<file path="config.mk">
export PLATFORM = sky130hd
export DESIGN_NAME = xip_read_bridge
export DESIGN_NICKNAME = d
export VERILOG_FILES = /design/src/rtl/xip_pkg.sv /design/src/rtl/xip_addr_map.sv /design/src/rtl/xip_line_cache.sv /design/src/rtl/xip_fetch_ctrl.sv /design/src/rtl/xip_read_bridge.sv
export SDC_FILE = /design/constraint.sdc
export NUM_CORES = 1
export LEC_CHECK = 0
export BUFFER_PORTS_ARGS = -buffer_cell sky130_fd_sc_hd__buf_2
export CAP_MARGIN = 40
export CORE_MARGIN = 2
export CORE_UTILIZATION = 55
export CTS_CLUSTER_SIZE = 8
export DETAILED_ROUTE_END_ITERATION = 10
export GPL_ROUTABILITY_DRIVEN = 0
export PLACE_DENSITY = 0.72
export SLEW_MARGIN = 25
export SYNTH_ARGS = -nofsm -noshare
export SYNTH_HDL_FRONTEND = slang
export SYNTH_SLANG_ARGS = --single-unit
export TNS_END_PERCENT = 30
</file>
<file path="constraint.sdc">
create_clock -name clk -period 11.7 [get_ports clk]
set_clock_uncertainty 0.15 [all_clocks]
set_input_delay 1.17 -clock clk [delete_from_list [all_inputs] [get_ports clk]]
set_output_delay 1.17 -clock clk [all_outputs]
set_load 0.005 [all_outputs]
</file>
<file path="src/rtl/xip_pkg.sv">
`timescale 1ns/1ps
// Shared field widths, state type and flash address forming for the
// mapped-read bridge. Assumes 32-bit words, 4 bytes each.
package xip_pkg;
    localparam int DATA_W  = 32;
    localparam int CMD_W   = 16;
    localparam int OPT_W   = 32;
    localparam int PHASE_W = 32;
    localparam int MASK_W  = 4;
    localparam int DUMMY_W = 5;
    localparam int DDR_W   = 16;
    localparam int CSD_W   = 9;
    localparam int EXT_W   = 4;
    localparam int SEL_W   = 3;

    typedef enum logic {ST_IDLE, ST_FILL} xip_state_e;

    // Flash byte address from the low 25 offset bits and the extension.
    function automatic logic [31:0] xip_flash_addr(input logic [24:0] off,
                                                   input logic [EXT_W-1:0] ext,
                                                   input logic [SEL_W-1:0] sel);
        if (sel == '0)
            return {8'h00, off[23:0]};
        else
            return {3'b000, ext, off};
    endfunction
endpackage

</file>
<file path="src/rtl/xip_addr_map.sv">
`timescale 1ns/1ps
// Window decode and line alignment. Purely combinational. Assumes
// WIN_BASE is aligned to the window size and that the burst length
// is a power of two, so it can serve as an alignment mask.
module xip_addr_map
    import xip_pkg::*;
#(
    parameter logic [31:0] WIN_BASE  = 32'h0800_0000,
    parameter int          WIN_BITS  = 26,
    parameter int          MAX_BURST = 32,
    localparam int         WOFF_W    = WIN_BITS - 2,
    localparam int         IDX_W     = $clog2(MAX_BURST)
) (
    input  logic [31:0]       addr,
    input  logic              burst_en,
    input  logic [IDX_W-1:0]  burst_m1,
    input  logic [EXT_W-1:0]  ext_addr,
    input  logic [SEL_W-1:0]  ext_sel,
    output logic              mapped,
    output logic [WOFF_W-1:0] woff,
    output logic [WOFF_W-1:0] base_woff,
    output logic [IDX_W-1:0]  line_mask,
    output logic [31:0]       base_faddr
);
    logic [WIN_BITS-1:0] base_byte;

    // Decode window hit and alignment, then round down to the line start.
    always_comb begin
        mapped     = (addr[31:WIN_BITS] == WIN_BASE[31:WIN_BITS]) && (addr[1:0] == 2'b00);
        woff       = addr[WIN_BITS-1:2];
        line_mask  = burst_en ? burst_m1 : '0;
        base_woff  = woff & ~{{(WOFF_W-IDX_W){1'b0}}, line_mask};
        base_byte  = {base_woff, 2'b00};
        base_faddr = xip_flash_addr(base_byte[24:0], ext_addr, ext_sel);
    end
endmodule

</file>
<file path="src/rtl/xip_line_cache.sv">
`timescale 1ns/1ps
// Single-line read cache: holds one burst, its aligned base and its
// length mask. Fills in order from the shifter's word stream. A flush
// during a fill keeps the line invalid after the fill ends.
module xip_line_cache
    import xip_pkg::*;
#(
    parameter int  MAX_BURST = 32,
    parameter int  WOFF_W    = 24,
    localparam int IDX_W     = $clog2(MAX_BURST)
) (
    input  logic              clk,
    input  logic              rst_n,
    input  logic              flush,
    input  logic              fill_start,
    input  logic [WOFF_W-1:0] fill_base,
    input  logic [IDX_W-1:0]  fill_mask,
    input  logic              rx_valid,
    input  logic [DATA_W-1:0] rx_data,
    input  logic [WOFF_W-1:0] look_woff,
    output logic              hit,
    output logic [DATA_W-1:0] hit_data,
    output logic              fill_last
);
    logic [DATA_W-1:0] mem [MAX_BURST];
    logic [WOFF_W-1:0] tag_base;
    logic [IDX_W-1:0]  tag_mask;
    logic [IDX_W-1:0]  cnt;
    logic              valid, filling, kill;

    // Store each arriving word at the running fill index.
    always_ff @(posedge clk) begin
        if (filling && rx_valid)
            mem[cnt] <= rx_data;
    end

    // Track line tag, fill progress and validity; flush wins.
    always_ff @(posedge clk) begin
        if (!rst_n) begin
            tag_base <= '0;
            tag_mask <= '0;
            cnt      <= '0;
            valid    <= 1'b0;
            filling  <= 1'b0;
            kill     <= 1'b0;
        end else begin
            if (fill_start) begin
                tag_base <= fill_base;
                tag_mask <= fill_mask;
                cnt      <= '0;
                valid    <= 1'b0;
                filling  <= 1'b1;
                kill     <= 1'b0;
            end else if (filling && rx_valid) begin
                cnt <= cnt + 1'b1;
                if (cnt == tag_mask) begin
                    filling <= 1'b0;
                    valid   <= !kill;
                end
            end
            if (flush) begin
                valid <= 1'b0;
                kill  <= filling && !fill_last;
            end
        end
    end

    // Compare the aligned lookup offset against the stored line.
    always_comb begin
        fill_last = filling && rx_valid && (cnt == tag_mask);
        hit       = valid && ((look_woff & ~{{(WOFF_W-IDX_W){1'b0}}, tag_mask}) == tag_base);
        hit_data  = mem[look_woff[IDX_W-1:0] & tag_mask];
    end

    // a flush leaves no valid line behind.
    p_flush_invalidates_r8: assert property (@(posedge clk) disable iff (!rst_n)
        flush |=> !valid);
    // a stored line base is aligned to its own burst length.
    p_line_aligned_r4: assert property (@(posedge clk) disable iff (!rst_n)
        valid |-> ((tag_base & {{(WOFF_W-IDX_W){1'b0}}, tag_mask}) == '0));
    // a fill never writes past its burst length.
    p_fill_bounded_r4: assert property (@(posedge clk) disable iff (!rst_n)
        filling |-> (cnt <= tag_mask));
endmodule

</file>
<file path="src/rtl/xip_fetch_ctrl.sv">
`timescale 1ns/1ps
// Request sequencer: answers errors and hits directly, starts a frame
// on a miss and waits for the fill to end before looking again. Assumes
// the host drops hst_req in the cycle after hst_ack.
module xip_fetch_ctrl
    import xip_pkg::*;
#(
    parameter int  MAX_BURST = 32,
    localparam int IDX_W     = $clog2(MAX_BURST),
    localparam int CNT_W     = IDX_W + 1
) (
    input  logic                 clk,
    input  logic                 rst_n,
    input  logic                 hst_req,
    input  logic                 mode_manual,
    input  logic                 mapped,
    input  logic                 hit,
    input  logic [DATA_W-1:0]    hit_data,
    input  logic                 fill_last,
    input  logic [31:0]          base_faddr,
    input  logic [IDX_W-1:0]     line_mask,
    input  logic [CMD_W-1:0]     cfg_cmd,
    input  logic [OPT_W-1:0]     cfg_opt,
    input  logic [PHASE_W-MASK_W-1:0] cfg_phase,
    input  logic [DUMMY_W-1:0]   cfg_dummy,
    input  logic [DDR_W-1:0]     cfg_ddr,
    input  logic [CSD_W-1:0]     cfg_cs_dly,
    output logic                 fill_start,
    output logic                 hst_ack,
    output logic                 hst_err,
    output logic [DATA_W-1:0]    hst_rdata,
    output logic                 fr_start,
    output logic [31:0]          fr_addr,
    output logic [CNT_W-1:0]     fr_words,
    output logic [CMD_W-1:0]     fr_cmd,
    output logic [OPT_W-1:0]     fr_opt,
    output logic [PHASE_W-1:0]   fr_phase,
    output logic [DUMMY_W-1:0]   fr_dummy,
    output logic [DDR_W-1:0]     fr_ddr,
    output logic [CSD_W-1:0]     fr_cs_dly
);
    xip_state_e state;
    logic       accept, reject;

    // Classify the pending request in the idle state.
    always_comb begin
        accept     = hst_req && !hst_ack && (state == ST_IDLE);
        reject     = mode_manual || !mapped;
        fill_start = accept && !reject && !hit;
    end

    // Host response strobe and data.
    always_ff @(posedge clk) begin
        if (!rst_n) begin
            hst_ack   <= 1'b0;
            hst_err   <= 1'b0;
            hst_rdata <= '0;
        end else begin
            hst_ack   <= accept && (reject || hit);
            hst_err   <= accept && reject;
            hst_rdata <= (accept && !reject && hit) ? hit_data : '0;
        end
    end

    // Idle/fill sequencing.
    always_ff @(posedge clk) begin
        if (!rst_n)
            state <= ST_IDLE;
        else if (fill_start)
            state <= ST_FILL;
        else if (fill_last)
            state <= ST_IDLE;
    end

    // Frame descriptor, captured once per miss.
    always_ff @(posedge clk) begin
        if (!rst_n) begin
            fr_start  <= 1'b0;
            fr_addr   <= '0;
            fr_words  <= '0;
            fr_cmd    <= '0;
            fr_opt    <= '0;
            fr_phase  <= '0;
            fr_dummy  <= '0;
            fr_ddr    <= '0;
            fr_cs_dly <= '0;
        end else begin
            fr_start <= fill_start;
            if (fill_start) begin
                fr_addr   <= base_faddr;
                fr_words  <= CNT_W'(line_mask) + CNT_W'(1);
                fr_cmd    <= cfg_cmd;
                fr_opt    <= cfg_opt;
                fr_phase  <= {cfg_phase, {MASK_W{1'b1}}};
                fr_dummy  <= cfg_dummy;
                fr_ddr    <= cfg_ddr;
                fr_cs_dly <= cfg_cs_dly;
            end
        end
    end

    // a frame start lasts exactly one cycle.
    p_single_start_r9: assert property (@(posedge clk) disable iff (!rst_n)
        fr_start |=> !fr_start);
    // no response is given while a fill is outstanding.
    p_hold_during_fill_r6: assert property (@(posedge clk) disable iff (!rst_n)
        (state == ST_FILL) |=> !hst_ack || $past(fill_last));
    // error responses carry no data and come with the strobe.
    p_err_quiet_r1: assert property (@(posedge clk) disable iff (!rst_n)
        hst_err |-> (hst_ack && (hst_rdata == '0)));
    // a response and a frame start never coincide.
    p_no_frame_on_ack_r9: assert property (@(posedge clk) disable iff (!rst_n)
        hst_ack |-> !fr_start);
endmodule

</file>
<file path="src/rtl/xip_read_bridge.sv">
`timescale 1ns/1ps
// Memory-mapped serial flash read bridge. Decodes a host read window,
// serves hits from a one-line burst cache and issues one read frame to
// an external serial shifter per miss. Assumes the shifter returns
// exactly fr_words words in address order after each fr_start.
module xip_read_bridge
    import xip_pkg::*;
#(
    parameter logic [31:0] WIN_BASE  = 32'h0800_0000,
    parameter int          WIN_BITS  = 26,
    parameter int          MAX_BURST = 32,
    localparam int         WOFF_W    = WIN_BITS - 2,
    localparam int         IDX_W     = $clog2(MAX_BURST),
    localparam int         CNT_W     = IDX_W + 1
) (
    input  logic                 clk,
    input  logic                 rst_n,
    input  logic                 mode_manual,
    input  logic                 hst_req,
    input  logic [31:0]          hst_addr,
    output logic                 hst_wait,
    output logic                 hst_ack,
    output logic                 hst_err,
    output logic [DATA_W-1:0]    hst_rdata,
    input  logic                 cfg_burst_en,
    input  logic [IDX_W-1:0]     cfg_burst_m1,
    input  logic                 cfg_flush,
    input  logic [EXT_W-1:0]     cfg_ext_addr,
    input  logic [SEL_W-1:0]     cfg_ext_sel,
    input  logic [CMD_W-1:0]     cfg_cmd,
    input  logic [OPT_W-1:0]     cfg_opt,
    input  logic [PHASE_W-MASK_W-1:0] cfg_phase,
    input  logic [DUMMY_W-1:0]   cfg_dummy,
    input  logic [DDR_W-1:0]     cfg_ddr,
    input  logic [CSD_W-1:0]     cfg_cs_dly,
    output logic                 fr_start,
    output logic [31:0]          fr_addr,
    output logic [CNT_W-1:0]     fr_words,
    output logic [CMD_W-1:0]     fr_cmd,
    output logic [OPT_W-1:0]     fr_opt,
    output logic [PHASE_W-1:0]   fr_phase,
    output logic [DUMMY_W-1:0]   fr_dummy,
    output logic [DDR_W-1:0]     fr_ddr,
    output logic [CSD_W-1:0]     fr_cs_dly,
    input  logic                 rx_valid,
    input  logic [DATA_W-1:0]    rx_data
);
    logic              mapped, hit, fill_start, fill_last;
    logic [WOFF_W-1:0] woff, base_woff;
    logic [IDX_W-1:0]  line_mask;
    logic [31:0]       base_faddr;
    logic [DATA_W-1:0] hit_data;

    // Host is held while its request is unanswered.
    assign hst_wait = hst_req && !hst_ack;

    xip_addr_map #(
        .WIN_BASE (WIN_BASE),
        .WIN_BITS (WIN_BITS),
        .MAX_BURST(MAX_BURST)
    ) u_map (
        .addr      (hst_addr),
        .burst_en  (cfg_burst_en),
        .burst_m1  (cfg_burst_m1),
        .ext_addr  (cfg_ext_addr),
        .ext_sel   (cfg_ext_sel),
        .mapped    (mapped),
        .woff      (woff),
        .base_woff (base_woff),
        .line_mask (line_mask),
        .base_faddr(base_faddr)
    );

    xip_line_cache #(
        .MAX_BURST(MAX_BURST),
        .WOFF_W   (WOFF_W)
    ) u_cache (
        .clk       (clk),
        .rst_n     (rst_n),
        .flush     (cfg_flush),
        .fill_start(fill_start),
        .fill_base (base_woff),
        .fill_mask (line_mask),
        .rx_valid  (rx_valid),
        .rx_data   (rx_data),
        .look_woff (woff),
        .hit       (hit),
        .hit_data  (hit_data),
        .fill_last (fill_last)
    );

    xip_fetch_ctrl #(
        .MAX_BURST(MAX_BURST)
    ) u_ctrl (
        .clk        (clk),
        .rst_n      (rst_n),
        .hst_req    (hst_req),
        .mode_manual(mode_manual),
        .mapped     (mapped),
        .hit        (hit),
        .hit_data   (hit_data),
        .fill_last  (fill_last),
        .base_faddr (base_faddr),
        .line_mask  (line_mask),
        .cfg_cmd    (cfg_cmd),
        .cfg_opt    (cfg_opt),
        .cfg_phase  (cfg_phase),
        .cfg_dummy  (cfg_dummy),
        .cfg_ddr    (cfg_ddr),
        .cfg_cs_dly (cfg_cs_dly),
        .fill_start (fill_start),
        .hst_ack    (hst_ack),
        .hst_err    (hst_err),
        .hst_rdata  (hst_rdata),
        .fr_start   (fr_start),
        .fr_addr    (fr_addr),
        .fr_words   (fr_words),
        .fr_cmd     (fr_cmd),
        .fr_opt     (fr_opt),
        .fr_phase   (fr_phase),
        .fr_dummy   (fr_dummy),
        .fr_ddr     (fr_ddr),
        .fr_cs_dly  (fr_cs_dly)
    );

    // manual sequencing mode never launches a frame.
    p_manual_no_frame_r2: assert property (@(posedge clk) disable iff (!rst_n)
        (mode_manual && $past(mode_manual)) |-> !fr_start);
endmodule

</file>
=== After elaboration in Yosys (flattened, before gate mapping) ===
Memory sizes are Yosys's and may differ from the RTL's. A register that Yosys moved wholly into a read port is not among the register bits.
Index checks and enable logic that the tools add are counted.

* Bits in registers: 189
* Bits in writable memories: 1024
* Bits of input ports: 189
* Logic and storage cells: 74
* Memories kept: 1

{| class="wikitable"
|+ Memory list
! name !! depth !! bits a word !! rd ports !! clocked after memory_dff !! write ports !! RTL line !! source
|-
| u_cache.mem || 32 || 32 || 1 || 1 || 1 || xip_line_cache.sv:25 || <nowiki>logic [DATA_W-1:0] mem [MAX_BURST];</nowiki>
|}

* Add/subtract/negate cells: 2
* Eq/ne operators: 3
* Muxes and demuxes: 11
* Bitwise operators: 7
* Reductions and logical operators: 32

{| class="wikitable"
|+ Operators with widths
! kind !! count
|-
| $and A24 B24 Y24 || 2
|-
| $not A5 Y24 || 2
|-
| $mux W29 || 1
|-
| $eq A24 B24 Y1 || 1
|-
| $logic_and A1 B1 Y1 || 12
|-
| $mux W1 || 9
|-
| $reduce_bool A2 Y1 || 4
|-
| $logic_not A1 Y1 || 7
|-
| $add A5 B1 Y6 const B || 1
|-
| $eq A6 B2 Y1 const B || 1
|-
| $reduce_and A2 Y1 || 3
|-
| $add A5 B1 Y5 const B || 1
|-
| $and A5 B5 Y5 || 1
|-
| $eq A5 B5 Y1 || 1
|-
| $mux W5 || 1
|-
| $logic_not A3 Y1 || 1
|-
| $reduce_or A3 Y1 || 1
|-
| $logic_not A2 Y1 || 1
|-
| $logic_or A1 B1 Y1 || 2
|-
| $not A1 Y1 || 2
|-
| $reduce_or A2 Y1 || 1
|}

=== Logic depth before layout (Yosys ltp) ===
Gate-level depths: netlist of the first run.

* Word-level depth: 9
* Mapped depth: 8
* Depth with buffers taken out: 6

=== Hierarchy ===
Synthesis of the first run repeated with hierarchy kept, for this count alone.

* Cells, all modules: 3158
* Area total of the unflattened synthesis: 48076.1 um^2

{| class="wikitable"
|+ By module, submodules not included
! module !! times used !! cells each !! area an instance (um^2) !! seq. area each (um^2)
|-
| xip_line_cache || 1 || 2319 || 40772.9 || 31490.2
|-
| xip_fetch_ctrl || 1 || 748 || 6636.4 || 3623.5
|-
| xip_addr_map || 1 || 90 || 653.1 || 0.0
|-
| xip_read_bridge || 1 || 1 || 13.8 || 0.0
|}

=== Least setup slack after synthesis of the first run ===
OpenSTA, ideal clock, no wires.

* Kind: input to register
* Start: input rx_valid
* End: memory u_cache.mem[11][0] (enable)
* Library setup time: 0.468 ns
* Arrival time: 4.215 ns
* Required time: 11.082 ns
* Slack: 6.868 ns
* Stages on the path: 4
* Cells stage by stage: and2_1 -> clkbuf_1 -> nand3_1 -> nor3b_1

* Cells in the longest elaborated chain, start to end: 3

{| class="wikitable"
|+ Ends and longest elaborated chain
! what !! RTL line !! source
|-
| start, declared || xip_read_bridge.sv:45 || <nowiki>input logic rx_valid,</nowiki>
|-
| $logic_and A1 B1 Y1 || xip_line_cache.sv:33 || <nowiki>if (filling && rx_valid)</nowiki>
|-
| $mux W1 || xip_line_cache.sv:33 ||
|-
| $mux W1 (implied by the code) || xip_line_cache.sv:34 || <nowiki>mem[cnt] <= rx_data;</nowiki>
|-
| end, declared || xip_line_cache.sv:25 ||
|}

No other way between the ends.

=== Worst setup path after layout of the first run ===
* Start: input hst_addr[9]
* End: register u_ctrl.fr_opt[25]

* Cells in the longest elaborated chain, start to end: 5

{| class="wikitable"
|+ Ends and longest elaborated chain
! what !! RTL line !! source
|-
| start, declared || xip_read_bridge.sv:20 || <nowiki>input logic [31:0] hst_addr,</nowiki>
|-
| $and A24 B24 Y24 || xip_line_cache.sv:71 || <nowiki>hit = valid && ((look_woff & ~{{(WOFF_W-IDX_W){1'b0}}, tag_mask}) == tag_base);</nowiki>
|-
| $eq A24 B24 Y1 || xip_line_cache.sv:71 ||
|-
| $logic_and A1 B1 Y1 || xip_line_cache.sv:71 ||
|-
| $logic_not A1 Y1 || xip_fetch_ctrl.sv:49 || <nowiki>fill_start = accept && !reject && !hit;</nowiki>
|-
| $logic_and A1 B1 Y1 || xip_fetch_ctrl.sv:49 ||
|-
| end signal, assigned || xip_fetch_ctrl.sv:93 || <nowiki>fr_opt <= cfg_opt;</nowiki>
|-
| end, declared || xip_fetch_ctrl.sv:36 || <nowiki>output logic [OPT_W-1:0] fr_opt,</nowiki>
|}

No other way between the ends.
A chain may end at the register's enable or synchronous reset.

==> results of run 1 <==
cells in the final DEF, fill, tap and decap left out, types with 8 or more instances in the layout:
master	instances
a22oi_1	128
a22o_1	165
nor4_1	8
nand2_1	87
buf_4	52
dfxtp_1	191
diode_2	12
a32o_1	9
edfxtp_1	1024
buf_12	8
nor2b_1	8
xnor2_1	14
clkbuf_16	172
nor2_4	27
clkbuf_1	107
xor2_1	20
mux4_2	256
nand3_1	12
buf_2	367
metrics by stage:
stage / util, % / power, W
after floorplan: - / 0.00480
after global placement: 59.0 / 0.00488
after detailed placement: 59.3 / 0.00488
after CTS: 65.4 / 0.00938
after global routing: 65.5 / 0.00958
final: 65.5 / 0.00933
per-layer routing:
| metal | global-route usage (%) | up-vias | part of all wire, % | routed length, um |
|---|---|---|---|---|
| li1 | - | 9979 | - | - |
| met1 | 36.8 | 12800 | 38 | 43600 |
| met2 | 44.9 | 1467 | 50 | 57500 |
| met3 | 5.96 | 267 | 9.1 | 10500 |
| met4 | 10.6 | 8 | 3.5 | 4020 |
| met5 | 0 | - | 0.048 | 56 |
flip-flops by register name (all words and copies together) (netlist names):
name	count
u_cache.mem	1024
u_ctrl.fr_opt	32
u_ctrl.hst_rdata	32
u_ctrl.fr_phase	29
u_cache.tag_base	24
u_ctrl.fr_cmd	16
u_ctrl.fr_ddr	16
u_ctrl.fr_cs_dly	9
u_ctrl.fr_words	6
u_cache.cnt	5
u_cache.tag_mask	5
u_ctrl.fr_addr	5
u_ctrl.fr_dummy	5
u_cache.filling	1
u_cache.kill	1
u_cache.valid	1
u_ctrl.fr_start	1
u_ctrl.hst_ack	1
u_ctrl.hst_err	1
u_ctrl.state	1
cells by family (layout without fill, tap and decap cells):
family / Yosys count / in the layout / synth area share (%)
simple gates: 180 / 180 / 1.91
compound gates: 320 / 320 / 5.87
mux: 257 / 257 / 12.8
xor+xnor: 34 / 34 / 0.660
other cells: 1 / 17 / 0.00832
flops: 1215 / 1215 / 76.7
buf+inv: 161 / 732 / 1.94
fa+ha+maj: 5 / 5 / 0.139
where the power goes:
group          internal [W]  leakage (nW)  switching (W)
registers           0.00470          10.7    0.000000474
logic             0.0000296          5.65      0.0000776
clock network       0.00274          2.37        0.00179
total               0.00746          18.8        0.00187
critical path, stage by stage:
cell     delay (ns)
buf_2          0.11
xor2_1         0.16
nor4_1         0.40
nand4_1        0.31
o41ai_4        0.58
and2_4         0.66
buf_4          0.34
buf_16         0.29
a22o_1         0.21
layout make-up:
type	count	area, um2	share of cell area, %
sequential	1215	34600	64.7
multi-input combinational	801	9960	18.6
clock buffer	279	4710	8.81
timing repair buffer	432	2520	4.72
tap	1070	1340	2.51
clock inverter	15	289	0.541
antenna	12	30.0	0.0562
inverter	6	22.5	0.0421
final timing paths:
check	cells after the start	slack, ns	end
min reg2reg	1	0.31	u_ctrl.fr_words[4]
max	9	7.88	u_ctrl.fr_opt[25]
max reg2reg	8	8.07	u_ctrl.fr_opt[25]
min	1	0.31	u_ctrl.fr_words[4]
==> run_results.csv, run 1 <==
group,metric,value,unit
yosys,ys_ff_latch,1215,
detailed_routing,vias,24500,
global_routing,grt_pass1_vias,24800,
setup_path,critPathKind,"input port to register",
yosys,syn_area_per_cell,20.8,um2
floorplanning,fp.dieH,290,um
yosys,yosysTopAreaCellShare,68.2,%
min_path,hp-start,"u_ctrl.fr_words[4]",
detailed_routing,wl,116000,um
place,dp.cells,3521,
yosys,synthesis.area,45100,um2
yosys,synth_area_leader_cell,"edfxtp_1",
timing,tns,0,ns
yosys,syn_inst,2173,
cells_and_area,areaGrowthSynthToFinish,18.5,%
detailed_routing,drc,0,
global_routing,track_usage,27.6,%
clocking,cts_tree,"yes",
detailed_routing,vias_per_cell,6.40,
setup_path,cp.required,12.22,ns
yosys,synth.most_common_cell,"edfxtp_1",
power_and_ir_drop,ir_drop,0.000156,V
yosys,async_reset_ff_share,0,%
yosys,ys_top_cells_by_area,"edfxtp_1 (68%), mux4_2 (13%), dfxtp_1 (8.5%), a22o_1 (3.2%), a22oi_1 (2.1%)",
timing,maxSlewViolCount,0,
global_routing,grt_start_max_net_pins,97,
place,place_area,48400,um2
timing,period_needed,3.82,ns
clocking,clkLatencyLatePin,0.74,ns
setup_path,cp-startpoint,"hst_addr[9]",
yosys,synth_common_cells,"edfxtp_1 (1024), mux4_2 (256), dfxtp_1 (191)",
timing,hold_viol_final,0,
cells_and_area,nets,2820,
yosys,synth_warnings,0,
floorplanning,start_util,55.3,%
clocking,postCtsResizedCells,0,
global_routing,globalRouteOverflowTotal,0,
clocking,cts_setup_buffers,0,
timing,whs,0.312,ns
detailed_routing,ant_nets,0,
power_and_ir_drop,p_leak,18.8,nW
place,dp_hpwl,63000,um
floorplanning,rows,105,
place,portBuffers,367,
status,outcome,"finished, final reports clean",
clocking,cts-htree-levels,4,
global_routing,grt_pass1_wl,169000,um
yosys,ys_types,50,
timing,rsz0062_at_grt,"no",
yosys,ys.flop_type,"edfxtp_1",
cells_and_area,drive_gt1_share,33.6,%
detailed_routing,wl_per_cell,30.2,um
cells_and_area,final_area,53400,um2
timing,clock.fmax,262,MHz
floorplanning,pin_count,373,
clocking,path_clk_slew,0.05,ns
floorplanning,dieWidth,290,um
floorplanning,coreArea,81600,um2
setup_path,reg2reg_from,"u_cache.tag_base[7]",
yosys,synth_edf_count,1024,
floorplanning,dieArea,84300,um2
setup_path,cp.arrival,4.34,ns
cells_and_area,n_fill_cell,5198,
timing,slew_headroom,37.9,%
detailed_routing,drtIter0Drc,2897,
timing,setup_viol,0,
clocking,clock_path_buffers,3,
cells_and_area,stdcell_count,3830,
setup_path,endpoint_kind,"register",
place,pre_cts_slack,7.01,ns
timing,fin_crit_sh,32.7,%
global_routing,antenna_found_initial,21,
detailed_routing,drt-pass1-iter-count,6,
yosys,seq_area_frac_synth,76.7,%
power_and_ir_drop,power.density,175,nW/um2
clocking,holdBufCountCts,0,
clocking,cts_sinks,1215,
clocking,cts_buffers,170,
run,cap_violations,0,
setup_path,crit_path_start_kind,"input port",
timing,tightest_slew,0.932,ns
min_path,hold_path_class,"register to register",
setup_path,cp_max_fo,73,
timing,setup_slack,7.88,ns
clocking,root_buffer,"clkbuf_16",
(Power assumes the default switching activity.)
==> run 2: changes to the inputs <==
==> constraint.sdc (replaced) <==
create_clock -name clk -period 3.6 [get_ports clk]
set_clock_uncertainty 0.15 [all_clocks]
set_input_delay 0.36 -clock clk [delete_from_list [all_inputs] [get_ports clk]]
set_output_delay 0.36 -clock clk [all_outputs]
set_load 0.005 [all_outputs]
==> run_results.csv, run 2 (synthesized netlist as in run 1, its figures left out) <==
group,metric,value,unit
status,outcome,"finished, final reports clean",
setup_path,endpoint_kind,"register",
global_routing,grt_start_max_net_pins,87,
power_and_ir_drop,p_leak,19.7,nW
setup_path,critPathKind,"register to register",
cells_and_area,max_flop_register,"u_cache.mem",
power_and_ir_drop,clkPwrFrac,48.0,%
clocking,clkLatencyLatePin,0.74,ns
setup_path,cp.required,4.13,ns
cells_and_area,postLayoutCoreUtil,68.4,%
detailed_routing,wl,120000,um
clocking,cts_buffers,169,
global_routing,gr-usage-met2,46.7,%
detailed_routing,wl_per_cell,29.7,um
timing,tns,0,ns
clocking,root_buffer,"clkbuf_16",
cells_and_area,areaGrowthSynthToFinish,23.7,%
timing,clock.fmax,300,MHz
global_routing,grtUsageMet1,37.1,%
cells_and_area,largest_register_ff_count,1024,
power_and_ir_drop,p_switching,0.00612,W
floorplanning,dieArea,84300,um2
detailed_routing,vias_per_cell,6.34,
timing,setup_viol,0,
power_and_ir_drop,seq_power_share,50.2,%
cells_and_area,n_fill_cell,4879,
global_routing,use_met3,6.67,%
timing,rsz0062_at_grt,"no",
floorplanning,fp.dieH,290,um
run,cap_violations,0,
setup_path,cp.arrival,3.87,ns
timing,hold_viol_final,0,
detailed_routing,drc,0,
floorplanning,dieWidth,290,um
place,portBuffers,367,
power_and_ir_drop,combPwrFrac,1.8,%
floorplanning,rows,105,
floorplanning,pin_count,373,
setup_path,cp_max_fo,18,
global_routing,globalRouteOverflowTotal,0,
min_path,hold_path_class,"input port to register",
clocking,cts-htree-levels,4,
place,dp_hpwl,64500,um
global_routing,antenna_found_initial,14,
setup_path,crit_path_start_kind,"register",
cells_and_area,nets,3022,
floorplanning,coreArea,81600,um2
global_routing,top_usage_layer,"met2",
power_and_ir_drop,power.density,545,nW/um2
floorplanning,start_util,55.3,%
global_routing,grt_pass1_vias,26300,
timing,fin_crit_sh,92.7,%
clocking,path_clk_slew,0.05,ns
timing,tightest_slew,0.840,ns
detailed_routing,vias,25600,
detailed_routing,drt-pass1-iter-count,5,
global_routing,track_usage,28.5,%
cells_and_area,final_cell_mix,"edfxtp_1 (1024), buf_2 (367), mux4_2 (256)",
timing,maxSlewViolCount,0,
setup_path,worst-path-buf-inv,2,
detailed_routing,drtIter0Drc,2824,
setup_path,worstPathCellList,"xor2_1 > nor4_1 > nand4_1 > o41ai_4 > and2_4 > buf_4 > a22o_1 > dlygate4sd3_1",
clocking,cts_sinks,1215,
cells_and_area,mostFrequentLayoutCell,"edfxtp_1",
power_and_ir_drop,ir_drop,0.000495,V
clocking,clock_path_buffers,3,
power_and_ir_drop,power.internal,0.0243,W
detailed_routing,ant_nets,0,
timing,whs,0.0692,ns
cells_and_area,drive_gt1_share,31.6,%
clocking,cts_tree,"yes",
setup_path,crit_slowest_cell,"dlygate4sd3_1",
timing,period_needed,3.34,ns
global_routing,grt_pass1_wl,175000,um
timing,slew_headroom,43.9,%
power_and_ir_drop,p_sw_share,20.1,%
setup_path,crit_path_max_incr_delay,0.55,ns
cells_and_area,largest_registers,"u_cache.mem x1024, u_ctrl.fr_opt x32, u_ctrl.hst_rdata x32",
power_and_ir_drop,total_power,0.0304,W
setup_path,crit_family,"simple AND/OR/NAND/NOR gates",
## run 2: cell count changes in the layout (fill, tap and decap cells not counted), sizes merged
cell	previous run	this run
and2	6	7
diode	12	15
inv	11	12
dlygate4sd3	0	191
clkbuf	279	285
clkinv	10	9
buf	432	443
## run 2: path summary, 6_finish.rpt
kind | startpoint | to | slack, ns | cells past startpoint
min | mode_manual | u_ctrl.fr_start | 0.07 | 3
max reg2reg | u_cache.tag_base[12] | u_ctrl.fr_addr[26] | 0.26 | 8
min reg2reg | u_ctrl.fr_opt[27] | u_ctrl.fr_opt[27] | 0.32 | 1
max | u_cache.tag_base[12] | u_ctrl.fr_addr[26] | 0.26 | 8
## run 2: cell type report
type | instances | area, um2 | share of cell area (%)
multi-input combinational | 802 | 9980 | 17.9
inverter | 6 | 22.5 | 0.0404
clock buffer | 285 | 4660 | 8.36
clock inverter | 15 | 288 | 0.516
timing repair buffer | 634 | 4890 | 8.77
antenna | 15 | 37.5 | 0.0673
tap | 1070 | 1340 | 2.40
sequential | 1215 | 34600 | 62.0
## run 2: metal layers
| layer | wire length (um) | vias to the layer above |
|---|---|---|
| met5 | 8 | - |
| met4 | 4720 | 2 |
| met2 | 60100 | 1599 |
| met3 | 11400 | 302 |
| met1 | 43900 | 13300 |
| li1 | - | 10400 |
## run 2: stage by stage
stage / worst slack (ns) / instance area, um2 / instances
floorplan: -0.224 / 45100 / 2177
global placement: 0.540 / 48900 / 3533
detailed placement: 0.458 / 48900 / 3533
CTS: 0.0736 / 55700 / 4024
global route: 0.177 / 55800 / 4041
finish: 0.262 / 55800 / 4042
## run 2: power groups by stage
stage / clock [W] / combinational [W] / sequential, W
after detailed placement: 0 / 0.000360 / 0.0155
after global placement: 0 / 0.000335 / 0.0155
after global routing: 0.0154 / 0.000574 / 0.0152
final: 0.0146 / 0.000538 / 0.0153
after floorplan: 0 / 0.0000770 / 0.0155
after CTS: 0.0148 / 0.000524 / 0.0153
## run 2: worst register-to-register path, delay by kind of cell, from the launching register on
family	cells	cell delay [ns]
and+or+nand+nor	3	1.17
AOI/OAI and AO/OA	2	0.55
buffers and inverters	2	0.86
DFF	1	0.34
xor gates and xnor gates	1	0.21
## run 2: what timing repair did
item                                    4_1_cts  5_1_grt
endpoints found under the setup margin        0        7
setup buffers                                 0        2
hold buffers                                191        0
endpoints found under the hold margin      1168        0
gates resized for setup                       0        0
